<file path="src/rtl/simd_pkg.sv">
// Package: shared widths and operation codes for the packed add/subtract unit.
// Assumes the data width is a multiple of twice the byte width.
package simd_pkg;
    localparam int DATA_W = 32;
    localparam int BYTE_W = 8;
    localparam int NBYTE  = DATA_W / BYTE_W;

    typedef enum logic [2:0] {
        OP_ADD_H = 3'b000,
        OP_SUB_H = 3'b001,
        OP_ADD_B = 3'b010,
        OP_SUB_B = 3'b011,
        OP_PICK  = 3'b100
    } simd_op_e;
endpackage

</file>
<file path="src/rtl/simd_lane_alu.sv">
// Module: lane-parallel adder/subtractor.
// Splits the operands into DATA_W/LANE_W independent lanes. Subtraction is
// formed as a + ~b + 1, so a lane's carry out means "no borrow".
// Assumes DATA_W is a multiple of LANE_W. Purely combinational.
module simd_lane_alu #(
    parameter int DATA_W = 32,
    parameter int LANE_W = 8,
    localparam int NLANE = DATA_W / LANE_W
) (
    input  logic [DATA_W-1:0] a,
    input  logic [DATA_W-1:0] b,
    input  logic              sub,
    output logic [DATA_W-1:0] sum,
    output logic [NLANE-1:0]  cout
);
    for (genvar l = 0; l < NLANE; l++) begin : g_lane
        logic [LANE_W-1:0] a_l, b_l;
        logic [LANE_W:0]   t;
        // One lane: widened add with optional inversion and carry-in.
        always_comb begin
            a_l = a[l*LANE_W +: LANE_W];
            b_l = sub ? ~b[l*LANE_W +: LANE_W] : b[l*LANE_W +: LANE_W];
            t   = {1'b0, a_l} + {1'b0, b_l} + {{LANE_W{1'b0}}, sub};
        end
        assign sum[l*LANE_W +: LANE_W] = t[LANE_W-1:0];
        assign cout[l]                 = t[LANE_W];
    end
endmodule

</file>
<file path="src/rtl/simd_byte_pick.sv">
// Module: byte-wise merge of two operands under a per-byte mask.
// Byte i comes from a when sel[i] is set, else from b. Combinational.
module simd_byte_pick #(
    parameter int DATA_W = 32,
    parameter int BYTE_W = 8,
    localparam int NBYTE = DATA_W / BYTE_W
) (
    input  logic [DATA_W-1:0] a,
    input  logic [DATA_W-1:0] b,
    input  logic [NBYTE-1:0]  sel,
    output logic [DATA_W-1:0] y
);
    for (genvar i = 0; i < NBYTE; i++) begin : g_byte
        assign y[i*BYTE_W +: BYTE_W] = sel[i] ? a[i*BYTE_W +: BYTE_W]
                                              : b[i*BYTE_W +: BYTE_W];
    end
endmodule

</file>
<file path="src/rtl/simd_addsub.sv">
// Module: top of the packed add/subtract unit.
// Registers the selected lane result, a persistent lane-flag register and a
// flag write strobe. Picks read the flag register before the accepting edge.
// Assumes one operation per in_valid cycle; synchronous active-low reset.
module simd_addsub
    import simd_pkg::*;
#(
    parameter int DW = DATA_W,
    parameter int BW = BYTE_W,
    localparam int NB = DW / BW,
    localparam int NH = NB / 2
) (
    input  logic          clk,
    input  logic          rst_n,
    input  logic          in_valid,
    input  logic [2:0]    op,
    input  logic [DW-1:0] opnd_a,
    input  logic [DW-1:0] opnd_b,
    output logic          out_valid,
    output logic [DW-1:0] result,
    output logic [NB-1:0] flags,
    output logic          flag_we
);
    logic [DW-1:0] sum_h, sum_b, pick_y, next_res;
    logic [NH-1:0] cout_h;
    logic [NB-1:0] cout_b, flag_h, next_flags;
    logic          is_arith;
    logic [2:0]    op_q;

    simd_lane_alu #(.DATA_W(DW), .LANE_W(2*BW)) u_half (
        .a(opnd_a), .b(opnd_b), .sub(op[0]), .sum(sum_h), .cout(cout_h)
    );

    simd_lane_alu #(.DATA_W(DW), .LANE_W(BW)) u_byte (
        .a(opnd_a), .b(opnd_b), .sub(op[0]), .sum(sum_b), .cout(cout_b)
    );

    simd_byte_pick #(.DATA_W(DW), .BYTE_W(BW)) u_pick (
        .a(opnd_a), .b(opnd_b), .sel(flags), .y(pick_y)
    );

    // Each halfword carry drives both flag bits of its byte pair.
    for (genvar j = 0; j < NB; j++) begin : g_hflag
        assign flag_h[j] = cout_h[j/2];
    end

    // Select result and candidate flags from the opcode.
    always_comb begin
        is_arith   = 1'b0;
        next_res   = '0;
        next_flags = flags;
        case (op)
            OP_ADD_H, OP_SUB_H: begin
                is_arith   = 1'b1;
                next_res   = sum_h;
                next_flags = flag_h;
            end
            OP_ADD_B, OP_SUB_B: begin
                is_arith   = 1'b1;
                next_res   = sum_b;
                next_flags = cout_b;
            end
            OP_PICK: next_res = pick_y;
            default: next_res = '0;
        endcase
    end

    // Output, strobe and flag registers.
    always_ff @(posedge clk) begin
        if (!rst_n) begin
            out_valid <= 1'b0;
            flag_we   <= 1'b0;
            result    <= '0;
            flags     <= '0;
            op_q      <= 3'b000;
        end else begin
            out_valid <= in_valid;
            flag_we   <= in_valid && is_arith;
            if (in_valid) begin
                result <= next_res;
                op_q   <= op;
            end
            if (in_valid && is_arith) flags <= next_flags;
        end
    end

    AST_FLAG_HOLD: assert property (@(posedge clk) disable iff (!rst_n)
        !(in_valid && !op[2]) |=> $stable(flags));

    AST_WE_HAS_VALID: assert property (@(posedge clk) disable iff (!rst_n)
        flag_we |-> out_valid);

    AST_PICK_NO_WRITE: assert property (@(posedge clk) disable iff (!rst_n)
        (in_valid && op[2]) |=> !flag_we);

    AST_BAD_OP_ZERO: assert property (@(posedge clk) disable iff (!rst_n)
        (out_valid && op_q[2] && (op_q[1:0] != 2'b00)) |-> (result == '0));

    for (genvar h = 0; h < NH; h++) begin : g_pair_chk
        AST_HALF_PAIR: assert property (@(posedge clk) disable iff (!rst_n)
            (flag_we && !op_q[1]) |-> (flags[2*h] == flags[2*h+1]));
    end
endmodule

</file>
<file path="config.mk">
export PLATFORM = sky130hd
export DESIGN_NAME = simd_addsub
export DESIGN_NICKNAME = d
export VERILOG_FILES = /design/src/rtl/simd_pkg.sv /design/src/rtl/simd_lane_alu.sv /design/src/rtl/simd_byte_pick.sv /design/src/rtl/simd_addsub.sv
export SDC_FILE = /design/constraint.sdc
export NUM_CORES = 1
export LEC_CHECK = 0
export CAP_MARGIN = 30
export CORE_UTILIZATION = 45
export DETAILED_ROUTE_END_ITERATION = 8
export PLACE_DENSITY_LB_ADDON = 0.15
export SLEW_MARGIN = 20
export SYNTH_ARGS = -nofsm -noshare
export SYNTH_HDL_FRONTEND = slang
export SYNTH_HIERARCHICAL = 1
export SYNTH_SLANG_ARGS = --single-unit
</file>
<file path="constraint.sdc">
create_clock -name clk -period 9.72 [get_ports clk]
set_clock_uncertainty 0.2 [all_clocks]
set_input_delay 2.43 -clock clk [delete_from_list [all_inputs] [get_ports clk]]
set_output_delay 2.43 -clock clk [all_outputs]
set_load 0.01 [all_outputs]
</file>
# Word level (Yosys, flattened, before mapping)
# Cells that the tools add are included.
dict set report word_totals {
  register_bits 38
  inputBits 70
  word_cells 46
}
dict set report classes {
  add_sub_neg 12
  eq_ne 4
  n_mux 13
  bitwise 6
  reduce_logical 7
}
# op n
set ops {}
lappend ops {{32-bit one-hot mux with 3 select lines} 1}
lappend ops {{8-bit 2-to-1 mux} 8}
lappend ops {{8-bit by 8-bit adder with 9-bit output} 4}
lappend ops {{9-bit by 1-bit adder with 9-bit output} 4}
lappend ops {{16-bit by 16-bit adder with 17-bit output} 2}
lappend ops {{17-bit by 1-bit adder with 17-bit output} 2}
lappend ops {{16-bit 2-to-1 mux} 2}
lappend ops {{16-bit NOT} 2}
lappend ops {{8-bit NOT} 4}
lappend ops {{4-bit one-hot mux with 2 select lines} 1}
lappend ops {{3-bit by 2-bit equality test with 1-bit output (second input constant)} 2}
lappend ops {{2-bit OR reduction} 2}
lappend ops {{4-bit OR reduction} 1}
lappend ops {{3-bit by 1-bit equality test with 1-bit output (second input constant)} 1}
lappend ops {{3-bit equality test (second input constant)} 1}
lappend ops {{3-bit logical NOT} 1}
lappend ops {{2-bit AND reduction} 1}
lappend ops {{2-bit nonzero test} 1}
lappend ops {{1-bit logical AND} 1}
lappend ops {{1-bit 2-to-1 mux} 1}

# Longest topological paths before layout
dict set report depth {
  ltp_word 5
  ltp_mapped 13
  depth_no_buf 11
}

# By module
# Netlist, hierarchy kept.
# module n_inst cells_per_inst area_each_um2 seq_area_each_um2
set by_module_without_submodules {}
lappend by_module_without_submodules {{simd_lane_alu (u_half)} 1 277 2072.0 0.0}
lappend by_module_without_submodules {simd_addsub 1 171 1740.4 760.7}
lappend by_module_without_submodules {{simd_lane_alu (u_byte)} 1 206 1582.8 0.0}
lappend by_module_without_submodules {simd_byte_pick 1 36 525.5 0.0}

# Worst setup path before layout
# No wires, ideal clock.
dict set report synth_path {
  path_type {input to register}
  from {input port op[0]}
  to {register result[27]}
  setup_time_ns 0.122
  t_arrival_ns 4.818
  path_slack_ns 4.580
  stages 13
  n_path_buf 3
  path_cell_list {buf_2 clkbuf_1 xor2_1 ha_1 buf_6 and2_1 and3_1 and2_1 a221oi_2 xnor2_1 mux2i_1 nor2_1 a221o_1}
}
dict set report synth_between {
  elab_chain_cells 4
}
# element line
set synth_rtl {}
lappend synth_rtl {{from (decl)} simd_addsub.sv:16} ;# input logic [2:0] op,
lappend synth_rtl {{16-bit 2-to-1 mux} simd_lane_alu.sv:22} ;# b_l = sub ? ~b[l*LANE_W +: LANE_W] : b[l*LANE_W +: LANE_W];
lappend synth_rtl {{16-bit by 16-bit adder with 17-bit output} simd_lane_alu.sv:23} ;# t = {1'b0, a_l} + {1'b0, b_l} + {{LANE_W{1'b0}}, sub};
lappend synth_rtl {{17-bit by 1-bit adder with 17-bit output (*)} simd_lane_alu.sv:23}
lappend synth_rtl {{net sum_h[27]} simd_addsub.sv:24} ;# logic [DW-1:0] sum_h, sum_b, pick_y, next_res;
lappend synth_rtl {{32-bit one-hot mux with 3 select lines (*)} simd_addsub.sv:52} ;# case (op)
lappend synth_rtl {{to (signal assigned)} simd_addsub.sv:80} ;# result <= next_res;
lappend synth_rtl {{to (decl)} simd_addsub.sv:20} ;# output logic [DW-1:0] result,
# Mark *: on every way through the listed nets, which the timed path passes. The rest lies on a longest branch.
# A chain may end at the register's enable or synchronous reset.

# Worst setup path after layout
dict set report layout_path {
  from {input port op[0]}
  to {register result[12]}
}
# Same word-level chain as after synthesis.

==> results.py <==
metrics = {
    "final_layout": {
        "diodes": 0,
        "area_delta_synth_final_pct": 21.6,
        "drive_gt1_share_pct": 8.40,
        "fill_cells": 1218,
        "layoutNonFillerInstCount": 946,
        "multi_input_area_um2": 4840,
        "ff_latch_area_um2": 761,
        "nets": 911,
        "stdcell_area_um2": 7200,
    },
    "global_route": {
        "grt_pass1_wl_mm": 26.2,
        "antenna_found_initial": 0,
        "grt_max_degree": 66,
        "grt_util_all_layers_pct": 24.4,
        "grt_pass1_vias": 5401,
        "overflow": 0,
    },
    "routing": {
        "vias_per_cell": 5.80,
        "dr.pass1.iters": 5,
        "wl_per_cell_um": 17.0,
        "drtAntennaViolNets": 0,
        "vias": 5487,
        "drc": 0,
        "wl_mm": 16.1,
        "drtIter0Drc": 263,
    },
    "floorplan": {
        "ios": 108,
        "num_rows": 41,
        "chipWidth_um": 117,
        "initial_utilization_pct": 46.5,
        "design.core.area_um2": 12700,
        "die-area_um2": 13600,
        "die_h_um": 117,
    },
    "placed_design": {
        "io_buffers": 107,
        "gp_congestion": 0.870,
        "placedCellCount": 937,
        "pre_cts_slack_ps": 3870,
        "place_area_um2": 7010,
        "hpwl_mm": 11.9,
    },
    "worst_setup_path": {
        "required_ps": 9710,
        "crit_path_end_kind": "flop",
        "arrival_ps": 5340,
        "startpoint_type": "input port",
        "path_class": "input port to flop",
        "crit_fanout": 43,
    },
    "pwr": {
        "leakagePower_nw": 3.13,
        "vdd_ir_drop_max_uv": 66.0,
        "power.density_nw_per_um2": 119,
    },
    "timing": {
        "report.final.slew_viol_count": 0,
        "relSlewSlack_pct": 51.8,
        "worst_slack_ps": 4370,
        "min_period_ps": 5350,
        "grt_setup_unrepaired": "no",
        "fmax_mhz": 187,
        "worst_slew_pin_slew_ps": 723,
        "hold_viol": 0,
        "final.setup.tns_ps": 0,
        "setup-violations-final": 0,
        "finalCritPeriodShare_pct": 55.0,
        "hold_slack_ps": 285,
    },
    "yosys": {
        "synth_seq_cells": 38,
        "syn_area_um2": 5920,
        "synth-async-reset-ratio_pct": 0,
        "synth_nets": 827,
        "yosys_warnings": 6,
        "postSynthCellCount": 690,
        "yosys_most_used_dff": "dfxtp_1",
        "ys_types": 62,
        "avgSynthCellArea_um2": 8.58,
        "ys_seq_area_share_pct": 12.8,
        "synth_edf_count": 0,
    },
    "run": {
        "maxCapViolations": 0,
    },
    "clock_network": {
        "cts_tree": "yes",
        "cts-resized-gates": 0,
        "cts_root_buffer": "clkbuf_16",
        "clk_latency_ps": 300,
        "htreeDepth": 2,
        "cts_setup_buffers": 0,
        "path_clk_slew_ps": 60,
        "cts_buffer_depth": 2,
        "cts_sinks": 38,
        "cts_made_buffers": 5,
        "cts_hold_buffers": 0,
    },
    "outcome": {
        "status": "finished clean",
    },
    "min_path": {
        "hold_path_class": "flop to flop",
    },
}
-- registers in the layout, indices dropped and copies added (netlist names) --
register and cells:
flag_we 1, flags 4, out_valid 1, result 32
-- power breakdown --
| group | internal (mW) | switching, mW | total (mW) |
|---|---|---|---|
| Combinational | 0.243 | 0.256 | 0.499 |
| Clock | 0.0931 | 0.0771 | 0.170 |
| Sequential | 0.170 | 0.0142 | 0.184 |
| Total | 0.507 | 0.347 | 0.854 |
-- cells by family (layout without fill, tap and decap cells) --
group	Yosys count	count (layout)	synth area share, %
compound gates	175	175	22.1
xor+xnor	107	107	15.8
fa+ha+maj	67	67	14.9
buf+inv	64	148	5.60
flops	38	38	12.8
mux	71	71	14.9
simple gates	168	168	13.8
-- synthesized netlist by cell type (all sizes together), types with 4 or more instances --
master	number	area share, %
xnor2	30	4.4
clkbuf	11	0.70
o21ai	28	2.4
nand4	7	0.74
a21o	13	1.6
xor2	77	11
buf	24	3.1
o211ai	9	1.3
ha	61	13
a21oi	46	4.1
nand3b	5	0.63
nor2b	12	1.3
nor3	15	1.3
nor2	59	3.7
nand3	15	1.3
mux2i	39	6.8
mux2	32	8.1
fa	6	2.0
nand2	34	2.2
a211oi	13	1.7
inv	29	1.8
a221o	32	5.4
o21a	8	1.0
or3	5	0.53
dfxtp	38	13
a31oi	4	0.68
-- cell usage in the layout, fill, tap and decap left out, types with 3 or more instances in the layout --
cell type,count
buf_4,4
xor2_1,77
o21ai_0,27
nor2b_1,11
mux2_4,32
nand3b_1,5
nand4_1,7
a31oi_1,3
nor3_1,15
clkdlybuf4s50_1,105
nand2_1,34
a221o_1,32
nand3_1,15
xnor2_1,30
a21oi_1,43
ha_1,61
nor2_1,59
a211oi_1,12
o211ai_1,7
or3_1,5
a21o_1,13
mux2i_2,3
fa_1,6
mux2i_1,36
inv_1,29
o21bai_1,3
dfxtp_1,38
o21a_1,8
or4_1,3
clkbuf_16,5
a21oi_2,3
-- final timing paths --
kind                    from          to  slack [ps]  cells past startpoint
hold / removal    result[13]  result[13]         290                      1
hold reg to reg   result[13]  result[13]         290                      1
setup / recovery       op[0]  result[12]        4370                     13
setup reg to reg    flags[3]  result[25]        7950                      2
-- routing by layer --
metal | GRT usage, % | up-vias | part of all wire [%]
met5 | 0 | - | 0
met4 | 7.85 | 0 | 2.0
met1 | 30.4 | 2613 | 44
li1 | - | 2698 | -
met2 | 43.7 | 147 | 50
met3 | 2.65 | 29 | 4.3
-- through the flow --
step	power, mW	util [%]
floorplan	0.539	-
global placement	0.665	55.1
detailed placement	0.678	55.1
CTS	0.855	56.1
global route	0.916	56.6
finish	0.854	56.6
-- layout make-up --
cell class                      instances  share of cell area [%]
Sequential cell                        38                    10.6
Timing Repair Buffer                  112                    15.9
Clock inverter                          2                   0.139
Inverter                               29                    1.51
Multi-Input combinational cell        588                    67.2
Clock buffer                            5                    1.74
Tap cell                              172                    2.99
-- critical path, cell delays in order --
cell,delay [ps]
buf_4,330
buf_16,300
xor2_1,220
inv_1,80
fa_1,410
nor2b_1,170
o21bai_1,130
a2111oi_2,500
nor3_1,130
xnor2_1,140
mux2i_1,130
nor2_1,60
a221o_1,260
No activity file was read; power rests on OpenSTA's default activity.
